$ cat src/rtl/commPkg.sv
package commPkg;
  localparam int PHASES = 3;
  localparam int REG_W = 32;
  localparam int GROUPS = 4;
  localparam int GRP_W = $clog2(GROUPS);
  localparam int FDIV_W = 2;
  localparam int SYNC_STAGES = 2;

  localparam int B_SW = 0;
  localparam int B_MON = 3;
  localparam int B_OE = 6;
  localparam int B_SRC = 7;
  localparam int B_POSPWM = 8;
  localparam int B_NEGPWM = 9;
  localparam int B_INV = 10;
  localparam int B_ALIGN = 11;
  localparam int B_GRP = 12;
  localparam int B_GFN = 14;
  localparam int B_FEN = 15;
  localparam int B_FDIV = 16;

  typedef struct packed {
    logic [PHASES-1:0] swPhase;
    logic              srcSw;
    logic              posPwm;
    logic              negPwm;
    logic              invert;
    logic              alignPwm;
    logic              filtEn;
    logic [FDIV_W-1:0] filtDiv;
  } commCfgT;
endpackage

$ cat src/rtl/phaseFilter.sv
module phaseFilter (
  input  logic clk,
  input  logic rstN,
  input  logic tick,
  input  logic din,
  output logic dout
);
  logic hist0, hist1;

  always_ff @(posedge clk or negedge rstN) begin
    if (!rstN) begin
      hist0 <= 1'b0;
      hist1 <= 1'b0;
      dout  <= 1'b0;
    end else if (tick) begin
      hist1 <= hist0;
      hist0 <= din;
      if (din == hist0 && hist0 == hist1) dout <= din;
    end
  end
endmodule

$ cat src/rtl/commCtrl.sv
module commCtrl
  import commPkg::*;
(
  input  logic              clk,
  input  logic              rstN,
  input  logic              regWe,
  input  logic [REG_W-1:0]  regWdata,
  input  logic [PHASES-1:0] phaseMon,
  input  logic [GROUPS-1:0] disableReq,
  output commCfgT           cfg,
  output logic              outEn,
  output logic [REG_W-1:0]  regRdata
);
  logic [GRP_W-1:0] grpSel;
  logic             grpFn;
  logic             groupHit;

  assign groupHit = grpFn & disableReq[grpSel];

  always_ff @(posedge clk or negedge rstN) begin
    if (!rstN) begin
      cfg    <= '0;
      outEn  <= 1'b0;
      grpSel <= '0;
      grpFn  <= 1'b0;
    end else begin
      if (regWe) begin
        cfg.swPhase  <= regWdata[B_SW +: PHASES];
        cfg.srcSw    <= regWdata[B_SRC];
        cfg.posPwm   <= regWdata[B_POSPWM];
        cfg.negPwm   <= regWdata[B_NEGPWM];
        cfg.invert   <= regWdata[B_INV];
        cfg.alignPwm <= regWdata[B_ALIGN];
        cfg.filtEn   <= regWdata[B_FEN];
        cfg.filtDiv  <= regWdata[B_FDIV +: FDIV_W];
        grpSel       <= regWdata[B_GRP +: GRP_W];
        grpFn        <= regWdata[B_GFN];
        outEn        <= regWdata[B_OE];
      end
      if (groupHit) outEn <= 1'b0;
    end
  end

  always_comb begin
    regRdata = '0;
    regRdata[B_SW +: PHASES]  = cfg.swPhase;
    regRdata[B_MON +: PHASES] = phaseMon;
    regRdata[B_OE]            = outEn;
    regRdata[B_SRC]           = cfg.srcSw;
    regRdata[B_POSPWM]        = cfg.posPwm;
    regRdata[B_NEGPWM]        = cfg.negPwm;
    regRdata[B_INV]           = cfg.invert;
    regRdata[B_ALIGN]         = cfg.alignPwm;
    regRdata[B_GRP +: GRP_W]  = grpSel;
    regRdata[B_GFN]           = grpFn;
    regRdata[B_FEN]           = cfg.filtEn;
    regRdata[B_FDIV +: FDIV_W] = cfg.filtDiv;
  end
endmodule

$ cat src/rtl/commDatapath.sv
module commDatapath
  import commPkg::*;
(
  input  logic                clk,
  input  logic                rstN,
  input  commCfgT             cfg,
  input  logic                outEn,
  input  logic [PHASES-1:0]   hallIn,
  input  logic                pwmIn,
  input  logic                pwmPeriodPulse,
  output logic [PHASES-1:0]   phaseMon,
  output logic [2*PHASES-1:0] gateLvl,
  output logic                gateOe
);
  localparam int PRE_W = 2 * ((1 << FDIV_W) - 1);
  localparam logic [PRE_W-1:0] PRE_ONE = {{(PRE_W-1){1'b0}}, 1'b1};
  localparam logic [PRE_W:0]   LIM_ONE = {{PRE_W{1'b0}}, 1'b1};

  logic [PHASES-1:0] syncQ [SYNC_STAGES];
  logic [PHASES-1:0] filtQ, extPh, srcPh, capPh;
  logic [PRE_W-1:0]  preCnt, preLimit;
  logic [PRE_W:0]    limWide, limMinus;
  logic              tick;
  logic [PHASES-1:0] posOn, negOn;
  logic              posDrive, negDrive;

  always_ff @(posedge clk or negedge rstN) begin
    if (!rstN) begin
      for (int i = 0; i < SYNC_STAGES; i++) syncQ[i] <= '0;
    end else begin
      syncQ[0] <= hallIn;
      for (int i = 1; i < SYNC_STAGES; i++) syncQ[i] <= syncQ[i-1];
    end
  end

  always_comb begin
    limWide  = LIM_ONE << {cfg.filtDiv, 1'b0};
    limMinus = limWide - LIM_ONE;
    preLimit = limMinus[PRE_W-1:0];
  end

  assign tick = (preCnt == preLimit);

  always_ff @(posedge clk or negedge rstN) begin
    if (!rstN) preCnt <= '0;
    else if (tick) preCnt <= '0;
    else preCnt <= preCnt + PRE_ONE;
  end

  for (genvar k = 0; k < PHASES; k++) begin : gFilt
    phaseFilter uFilt (
      .clk  (clk),
      .rstN (rstN),
      .tick (tick),
      .din  (syncQ[SYNC_STAGES-1][k]),
      .dout (filtQ[k])
    );
  end

  assign extPh = cfg.filtEn ? filtQ : syncQ[SYNC_STAGES-1];
  assign srcPh = cfg.srcSw ? cfg.swPhase : extPh;

  always_ff @(posedge clk or negedge rstN) begin
    if (!rstN) capPh <= '0;
    else if (!cfg.alignPwm || pwmPeriodPulse) capPh <= srcPh;
  end

  assign phaseMon = capPh;

  always_comb begin
    posOn = '0;
    negOn = '0;
    case ({capPh[0], capPh[1], capPh[2]})
      3'b101: begin posOn = 3'b001; negOn = 3'b010; end
      3'b100: begin posOn = 3'b001; negOn = 3'b100; end
      3'b110: begin posOn = 3'b010; negOn = 3'b100; end
      3'b010: begin posOn = 3'b010; negOn = 3'b001; end
      3'b011: begin posOn = 3'b100; negOn = 3'b001; end
      3'b001: begin posOn = 3'b100; negOn = 3'b010; end
      default: begin posOn = '0; negOn = '0; end
    endcase
  end

  assign posDrive = cfg.posPwm ? pwmIn : 1'b1;
  assign negDrive = cfg.negPwm ? pwmIn : 1'b1;

  for (genvar k = 0; k < PHASES; k++) begin : gOut
    assign gateLvl[k]          = (posOn[k] & posDrive) ^ cfg.invert;
    assign gateLvl[PHASES + k] = (negOn[k] & negDrive) ^ cfg.invert;
  end

  assign gateOe = outEn;
endmodule

$ cat src/rtl/commOutCtrl.sv
module commOutCtrl
  import commPkg::*;
(
  input  logic                clk,
  input  logic                rstN,
  input  logic                regWe,
  input  logic [REG_W-1:0]    regWdata,
  output logic [REG_W-1:0]    regRdata,
  input  logic [PHASES-1:0]   hallIn,
  input  logic                pwmIn,
  input  logic                pwmPeriodPulse,
  input  logic [GROUPS-1:0]   disableReq,
  output logic [2*PHASES-1:0] gateLvl,
  output logic                gateOe
);
  commCfgT           cfg;
  logic              outEn;
  logic [PHASES-1:0] phaseMon;

  commCtrl uCtrl (
    .clk        (clk),
    .rstN       (rstN),
    .regWe      (regWe),
    .regWdata   (regWdata),
    .phaseMon   (phaseMon),
    .disableReq (disableReq),
    .cfg        (cfg),
    .outEn      (outEn),
    .regRdata   (regRdata)
  );

  commDatapath uPath (
    .clk            (clk),
    .rstN           (rstN),
    .cfg            (cfg),
    .outEn          (outEn),
    .hallIn         (hallIn),
    .pwmIn          (pwmIn),
    .pwmPeriodPulse (pwmPeriodPulse),
    .phaseMon       (phaseMon),
    .gateLvl        (gateLvl),
    .gateOe         (gateOe)
  );
endmodule

$ cat config.mk
export PLATFORM = sky130hd
export DESIGN_NAME = commOutCtrl
export DESIGN_NICKNAME = d
export VERILOG_FILES = /design/src/rtl/commPkg.sv /design/src/rtl/phaseFilter.sv /design/src/rtl/commCtrl.sv /design/src/rtl/commDatapath.sv /design/src/rtl/commOutCtrl.sv
export SDC_FILE = /design/constraint.sdc
export NUM_CORES = 1
export LEC_CHECK = 0
export BUFFER_PORTS_ARGS = -buffer_cell sky130_fd_sc_hd__buf_2
export CORE_UTILIZATION = 51
export DETAILED_ROUTE_END_ITERATION = 6
export GPL_TIMING_DRIVEN = 1
export PLACE_DENSITY = 0.84
export SYNTH_ARGS = -nofsm -noshare
export SYNTH_HDL_FRONTEND = slang
export SYNTH_SLANG_ARGS = --single-unit
$ cat constraint.sdc
create_clock -name clk -period 3.75 [get_ports clk]
set_input_delay 0 -clock clk [delete_from_list [all_inputs] [get_ports clk]]
set_output_delay 0 -clock clk [all_outputs]
set_load 0.1 [all_outputs]
# After elaboration in Yosys (flattened, before gate mapping)

Index checks and enable logic that the tools add are counted.
W data, S select, Z words.

Bits in registers: 39
Bits in latches: 0
Memory bits (writable): 0
ROM bits: 0
Input bits: 44
Word-level logic and storage cells: 80
Memories: 0

Add/subtract/negate cells: 2
$mul: 0
Div/mod/pow operators: 0
Magnitude comparators: 1
Equality and inequality tests: 13
Shift operators: 1
Multiplexer cells: 11
Bitwise gates (word level): 13
Reduce and logical (&&, ||, !) cells: 15

Operator list:

| cell                  | number |
|---|---|
| $pmux W3 S3           | 2 |
| $reduce_or A2 Y1      | 6 |
| $eq A3 B3 Y1 const B  | 3 |
| $and A1 B1 Y1         | 7 |
| $add A6 B1 Y6 const B | 1 |
| $eq A1 B1 Y1          | 6 |
| $eq A3 B2 Y1 const B  | 2 |
| $eq A6 B6 Y1          | 1 |
| $mux W3               | 2 |
| $mux W6               | 1 |
| $reduce_and A2 Y1     | 3 |
| $shl A1 B3 Y6 const A | 1 |
| $sub A6 B1 Y6 const B | 1 |
| $xor A1 B1 Y1         | 6 |
| $mux W1               | 5 |
| $eq A3 B1 Y1 const B  | 1 |
| $logic_and A1 B1 Y1   | 3 |
| $lt A2 B3 Y1 const B  | 1 |
| $bmux W1 S2           | 1 |
| $reduce_bool A2 Y1    | 1 |
| $logic_not A1 Y1      | 1 |
| $logic_or A1 B1 Y1    | 1 |

# Logic depth before layout (Yosys ltp)

Depth after elaboration: 5
Depth in mapped cells: 7
Mapped depth without buffers: 6

# Hierarchy

A second synthesis with hierarchy kept.

Cells, all modules: 175
Area, all modules: 2103.3 µm²

By module, submodules not included:

| module       | times used | cells an instance | area each (µm²) |
|---|---|---|---|
| commCtrl     | 1          | 68                | 887.1 |
| commDatapath | 1          | 77                | 807.0 |
| phaseFilter  | 3          | 10                | 136.4 |

# Least setup slack after synthesis

OpenSTA, ideal clock, no wires.

Path kind: register to output
Start point: reg uPath.capPh[2], in the netlist uPath.phaseMon[2]
End point: out gateLvl[4]
Arrival: 2.737 ns
Data required time: 3.750 ns
Slack: 1.013 ns
Cell stages (with the launch flop): 3
Path through: dfrtp_1 nand3b_1 xnor2_1

Longest elaborated chain between the ends: 5
Elaborated cells on any way between the ends: 12

RTL lines:

| what                                 | RTL line           | source |
|---|---|---|
| start, declared                      | commDatapath.sv:20 | `logic [PHASES-1:0] filtQ, extPh, srcPh, capPh;` |
| start signal, assigned               | commDatapath.sv:65 | `else if (!cfg.alignPwm \|\| pwmPeriodPulse) capPh <= srcPh;` |
| $eq A3 B3 Y1 (tied with other cells) | commDatapath.sv:73 | `case ({capPh[0], capPh[1], capPh[2]})` |
| $reduce_or A2 Y1 (no line)           | --                 |  |
| $pmux W3 S3 (*)                      | commDatapath.sv:73 |  |
| $and A1 B1 Y1 (*)                    | commDatapath.sv:89 | `assign gateLvl[PHASES + k] = (negOn[k] & negDrive) ^ cfg.invert;` |
| $xor A1 B1 Y1 (*)                    | commDatapath.sv:89 |  |
| end, declared                        | commOutCtrl.sv:13  | `output logic [2*PHASES-1:0] gateLvl,` |

Every way passes the cells marked *; elsewhere a longest branch is shown, timed or not.

# Final worst setup path

Start point: reg, netlist name uCtrl.cfg[0]
End point: reg uPath.gFilt[0].uFilt.hist0

Longest elaborated chain between the ends: 3

RTL lines:

| what                 | RTL line           | source |
|---|---|---|
| $shl A1 B3 Y6        | commDatapath.sv:37 | `limWide = LIM_ONE << {cfg.filtDiv, 1'b0};` |
| $sub A6 B1 Y6        | commDatapath.sv:38 | `limMinus = limWide - LIM_ONE;` |
| $eq A6 B6 Y1         | commDatapath.sv:42 | `assign tick = (preCnt == preLimit);` |
| end signal, assigned | phaseFilter.sv:17  | `hist0 <= din;` |
| end, declared        | phaseFilter.sv:8   | `logic hist0, hist1;` |

No other way between the ends.
A chain may end at the register's enable or synchronous reset.

==> results.py <==
metrics = {
    "run_status": {
        "run_status": "complete, no violations",
    },
    "detailed_routing": {
        "wire_per_inst_um": 13.6,
        "viasPerCell": 5.12,
        "drt_wl_total_mm": 3.70,
        "final_antenna_net_count": 0,
        "drc": 0,
        "first_iter_violations": 38,
        "vias": 1393,
        "first_pass_iters": 4,
    },
    "place": {
        "routabilityCongestion": 0.772,
        "placed_cells": 245,
        "post-dp-hpwl_mm": 2.47,
        "io_buffers": 51,
        "dp_slack_ns": 1.32,
    },
    "critical_path": {
        "reg2reg_depth": 6,
        "r2r_slack_ns": 1.25,
        "crit_path_start_kind": "flip-flop",
        "end_kind": "flip-flop",
        "cp_max_fo": 10,
        "crit_chain": "or2_2 -> ha_1 -> xnor2_1 -> nor2_1 -> o21a_1 -> mux2_4",
        "cp.buffers_inverters": 0,
        "cp_top_family": "simple AND/OR/NAND/NOR gates",
        "crit_path_max_incr_delay_ns": 0.48,
        "cp_data_required_time_ns": 3.91,
        "worstReg2RegEnd": "uPath.gFilt[0].uFilt.hist0$_DFFE_PN0N_",
        "slowest_stage": "o21a_1",
        "cp_data_arrival_time_ns": 2.66,
        "rr_startpoint": "uCtrl.cfg[0]$_DFFE_PN0P_",
        "crit_type": "reg2reg",
    },
    "sta": {
        "max_freq_mhz": 400,
        "tns_ns": 0,
        "setup_ws_ns": 1.25,
        "whs_ns": 0.103,
        "fin_crit_sh_pct": 66.7,
        "maxSlewHeadroom_pct": 43.6,
        "rsz0062_at_grt": "no",
        "drv_slew": 0,
        "worstMarginPinSlew_ns": 0.846,
        "finalSetupViolations": 0,
        "fin_skew_ns": 0.00704,
        "fin_crit_ns": 2.50,
        "finalHoldViolCount": 0,
    },
    "floorplanning": {
        "top_level_ports": 83,
        "die-area_um2": 4010,
        "dieWidth_um": 63.3,
        "num_rows": 21,
        "fp.dieH_um": 63.3,
        "core_area_um2": 3470,
        "start_util_pct": 55.3,
    },
    "clock_tree": {
        "clock_latency_ns": 0.28,
        "h-tree-depth": 2,
        "cts_sinks": 39,
        "clockBufferDepth": 2,
        "clk_pin_slew_ns": 0.08,
        "clockRootBuffer": "clkbuf_8",
        "cts_tree": "built",
        "cts_buffers": 5,
    },
    "layout": {
        "final_common_cell": "buf_2",
        "nFillCells": 250,
        "layout_common_cells": "51 x buf_2, 39 x dfrtp_1, 21 x mux2_2, 19 x dlygate4sd3_1, 14 x conb_1",
        "multiInputGateArea_um2": 837,
        "nNetsFinal": 271,
        "regArea_um2": 976,
        "finalNonFillerCells": 272,
        "area_delta_synth_final_pct": 27.5,
        "n_antenna_cell": 0,
        "layout-drive-gt1-share_pct": 38.9,
    },
    "pwr": {
        "p_seq_share_pct": 36.4,
        "cellPowerDensity_nw_per_um2": 695,
        "swShare_pct": 45.7,
        "pwr-share-clk_pct": 20.9,
        "switchingPower_uw": 777,
        "p_comb_share_pct": 42.7,
        "p_leak_nw": 1.15,
        "intPower_uw": 922,
        "vdd_drop_max_mv": 0.456,
    },
    "yosys": {
        "yosysWarnings": 0,
        "ys_ff_latch": 39,
        "yosysSeqAreaShare_pct": 50.9,
        "syn_avg_cell_area_um2": 12.4,
        "yosysUniqueCellTypes": 33,
        "postSynthCellCount": 155,
        "syn-cell-area_um2": 1920,
    },
    "flow_run": {
        "drv_cap": 0,
    },
    "global_route": {
        "grtUsageTotal_pct": 20.0,
        "antenna_found_initial": 0,
        "grt_pass1_wl_mm": 6.39,
        "grt_overflow": 0,
        "grt_max_degree": 40,
        "grt_pass1_vias": 1446,
    },
    "min_path": {
        "hold_depth": 3,
        "hp-start": "disableReq[2]",
        "hold_class": "in2reg",
        "hold_end": "uCtrl.outEn$_DFFE_PN0P_",
    },
}
final cells by class:
cell class / count / share of cell area [%]
tap: 46 / 2.35
timing repair buffer: 70 / 18.2
multi-input combinational: 106 / 34.2
clock buffer: 6 / 3.38
sequential: 39 / 39.9
clock inverter: 2 / 1.43
inverter: 3 / 0.461
registers in the layout, indices dropped and copies added (netlist names):
register and cells:
uCtrl.outEn 1, uCtrl.cfg 11, uPath.gFilt.uFilt.hist1 3, uPath.phaseMon 3, uPath.preCnt 6, uPath.gFilt.uFilt.dout 3, uCtrl.grpSel 2, uPath.syncQ 6
uPath.gFilt.uFilt.hist0 3, uCtrl.grpFn 1
power groups by stage:
| stage | Sequential (mW) | Clock, mW | Combinational, mW |
|---|---|---|---|
| after floorplan | 0.763 | 0 | 0.464 |
| after global placement | 0.618 | 0 | 0.695 |
| after detailed placement | 0.624 | 0 | 0.706 |
| after CTS | 0.617 | 0.361 | 0.724 |
| after global routing | 0.634 | 0.380 | 0.768 |
| final | 0.618 | 0.355 | 0.726 |
how the worst max path moves through the flow:
stage                                              to  cells after the start  slack (ns)                     startpoint
2_1_floorplan                              gateLvl[4]                      2        1.01  uPath.phaseMon[2]$_DFFE_PN0P_
3_3_place_gp   uPath.gFilt[1].uFilt.hist0$_DFFE_PN0N_                      6        1.37       uCtrl.cfg[0]$_DFFE_PN0P_
3_5_place_dp   uPath.gFilt[0].uFilt.hist0$_DFFE_PN0N_                      6        1.32       uCtrl.cfg[0]$_DFFE_PN0P_
4_1_cts        uPath.gFilt[0].uFilt.hist0$_DFFE_PN0N_                      6        1.30       uCtrl.cfg[0]$_DFFE_PN0P_
5_1_grt        uPath.gFilt[0].uFilt.hist0$_DFFE_PN0N_                      6        1.11       uCtrl.cfg[0]$_DFFE_PN0P_
6_report       uPath.gFilt[0].uFilt.hist0$_DFFE_PN0N_                      6        1.25       uCtrl.cfg[0]$_DFFE_PN0P_
stage by stage:
stage | instance area [um^2] | total power, mW | util, %
final | 2440 | 1.70 | 70.5
after global routing | 2440 | 1.78 | 70.5
after CTS | 2440 | 1.70 | 70.5
after detailed placement | 2140 | 1.33 | 61.6
after global placement | 2140 | 1.31 | 61.6
after floorplan | 1970 | 1.23 | -
metal layers:
layer / global-route usage (%) / vias to the layer above / routed length [um]
li1: - / 650 / -
met3: 4.89 / 4 / 197
met4: 3.98 / 0 / 43
met2: 36.6 / 57 / 1900
met5: 0 / - / 0
met1: 23.7 / 682 / 1560
cell families after synthesis:
family	Yosys count	share of synthesized area (%)
flip-flops	39	50.9
AND/OR/NAND/NOR	33	10.0
multiplexers	28	17.2
buffers and inverters	23	8.02
AO/OA/AOI/OAI	17	6.91
XOR/XNOR	12	5.48
adder cells (fa/ha/maj)	2	1.30
other	1	0.196
Yosys cell counts, drive strengths merged:
cell / count / area (um^2)
nand2: 3 / 11.3
mux4: 1 / 22.5
or3: 1 / 6.26
dfrtp: 39 / 976
buf: 18 / 135
a21oi: 2 / 13.8
nor2: 6 / 22.5
nand4b: 1 / 8.76
and3: 4 / 25.0
or4: 1 / 11.3
nand3b: 6 / 45.0
nand2b: 4 / 25.0
xnor2: 8 / 70.1
nand3: 5 / 25.0
mux2i: 4 / 40.0
a211oi: 1 / 20.0
o21ai: 4 / 23.8
o31ai: 3 / 22.5
o21a: 1 / 7.51
and2: 1 / 6.26
inv: 3 / 11.3
mux2: 23 / 267
ha: 2 / 25.0
clkbuf: 2 / 7.51
conb: 1 / 3.75
or2: 1 / 6.26
o211ai: 6 / 45.0
xor2: 4 / 35.0
worst reg2reg max path, stage by stage (launching register included):
cell     delay [ns]
dfrtp_1        0.46
or2_2          0.33
ha_1           0.31
xnor2_1        0.13
nor2_1         0.33
o21a_1         0.48
mux2_4         0.34
timing repair:
item,4_1_cts,5_1_grt
buffers inserted,0,0
gates resized for setup,0,0
endpoints found under the hold margin,57,0
hold buffers,19,0
No activity file was read; power rests on OpenSTA's default activity.
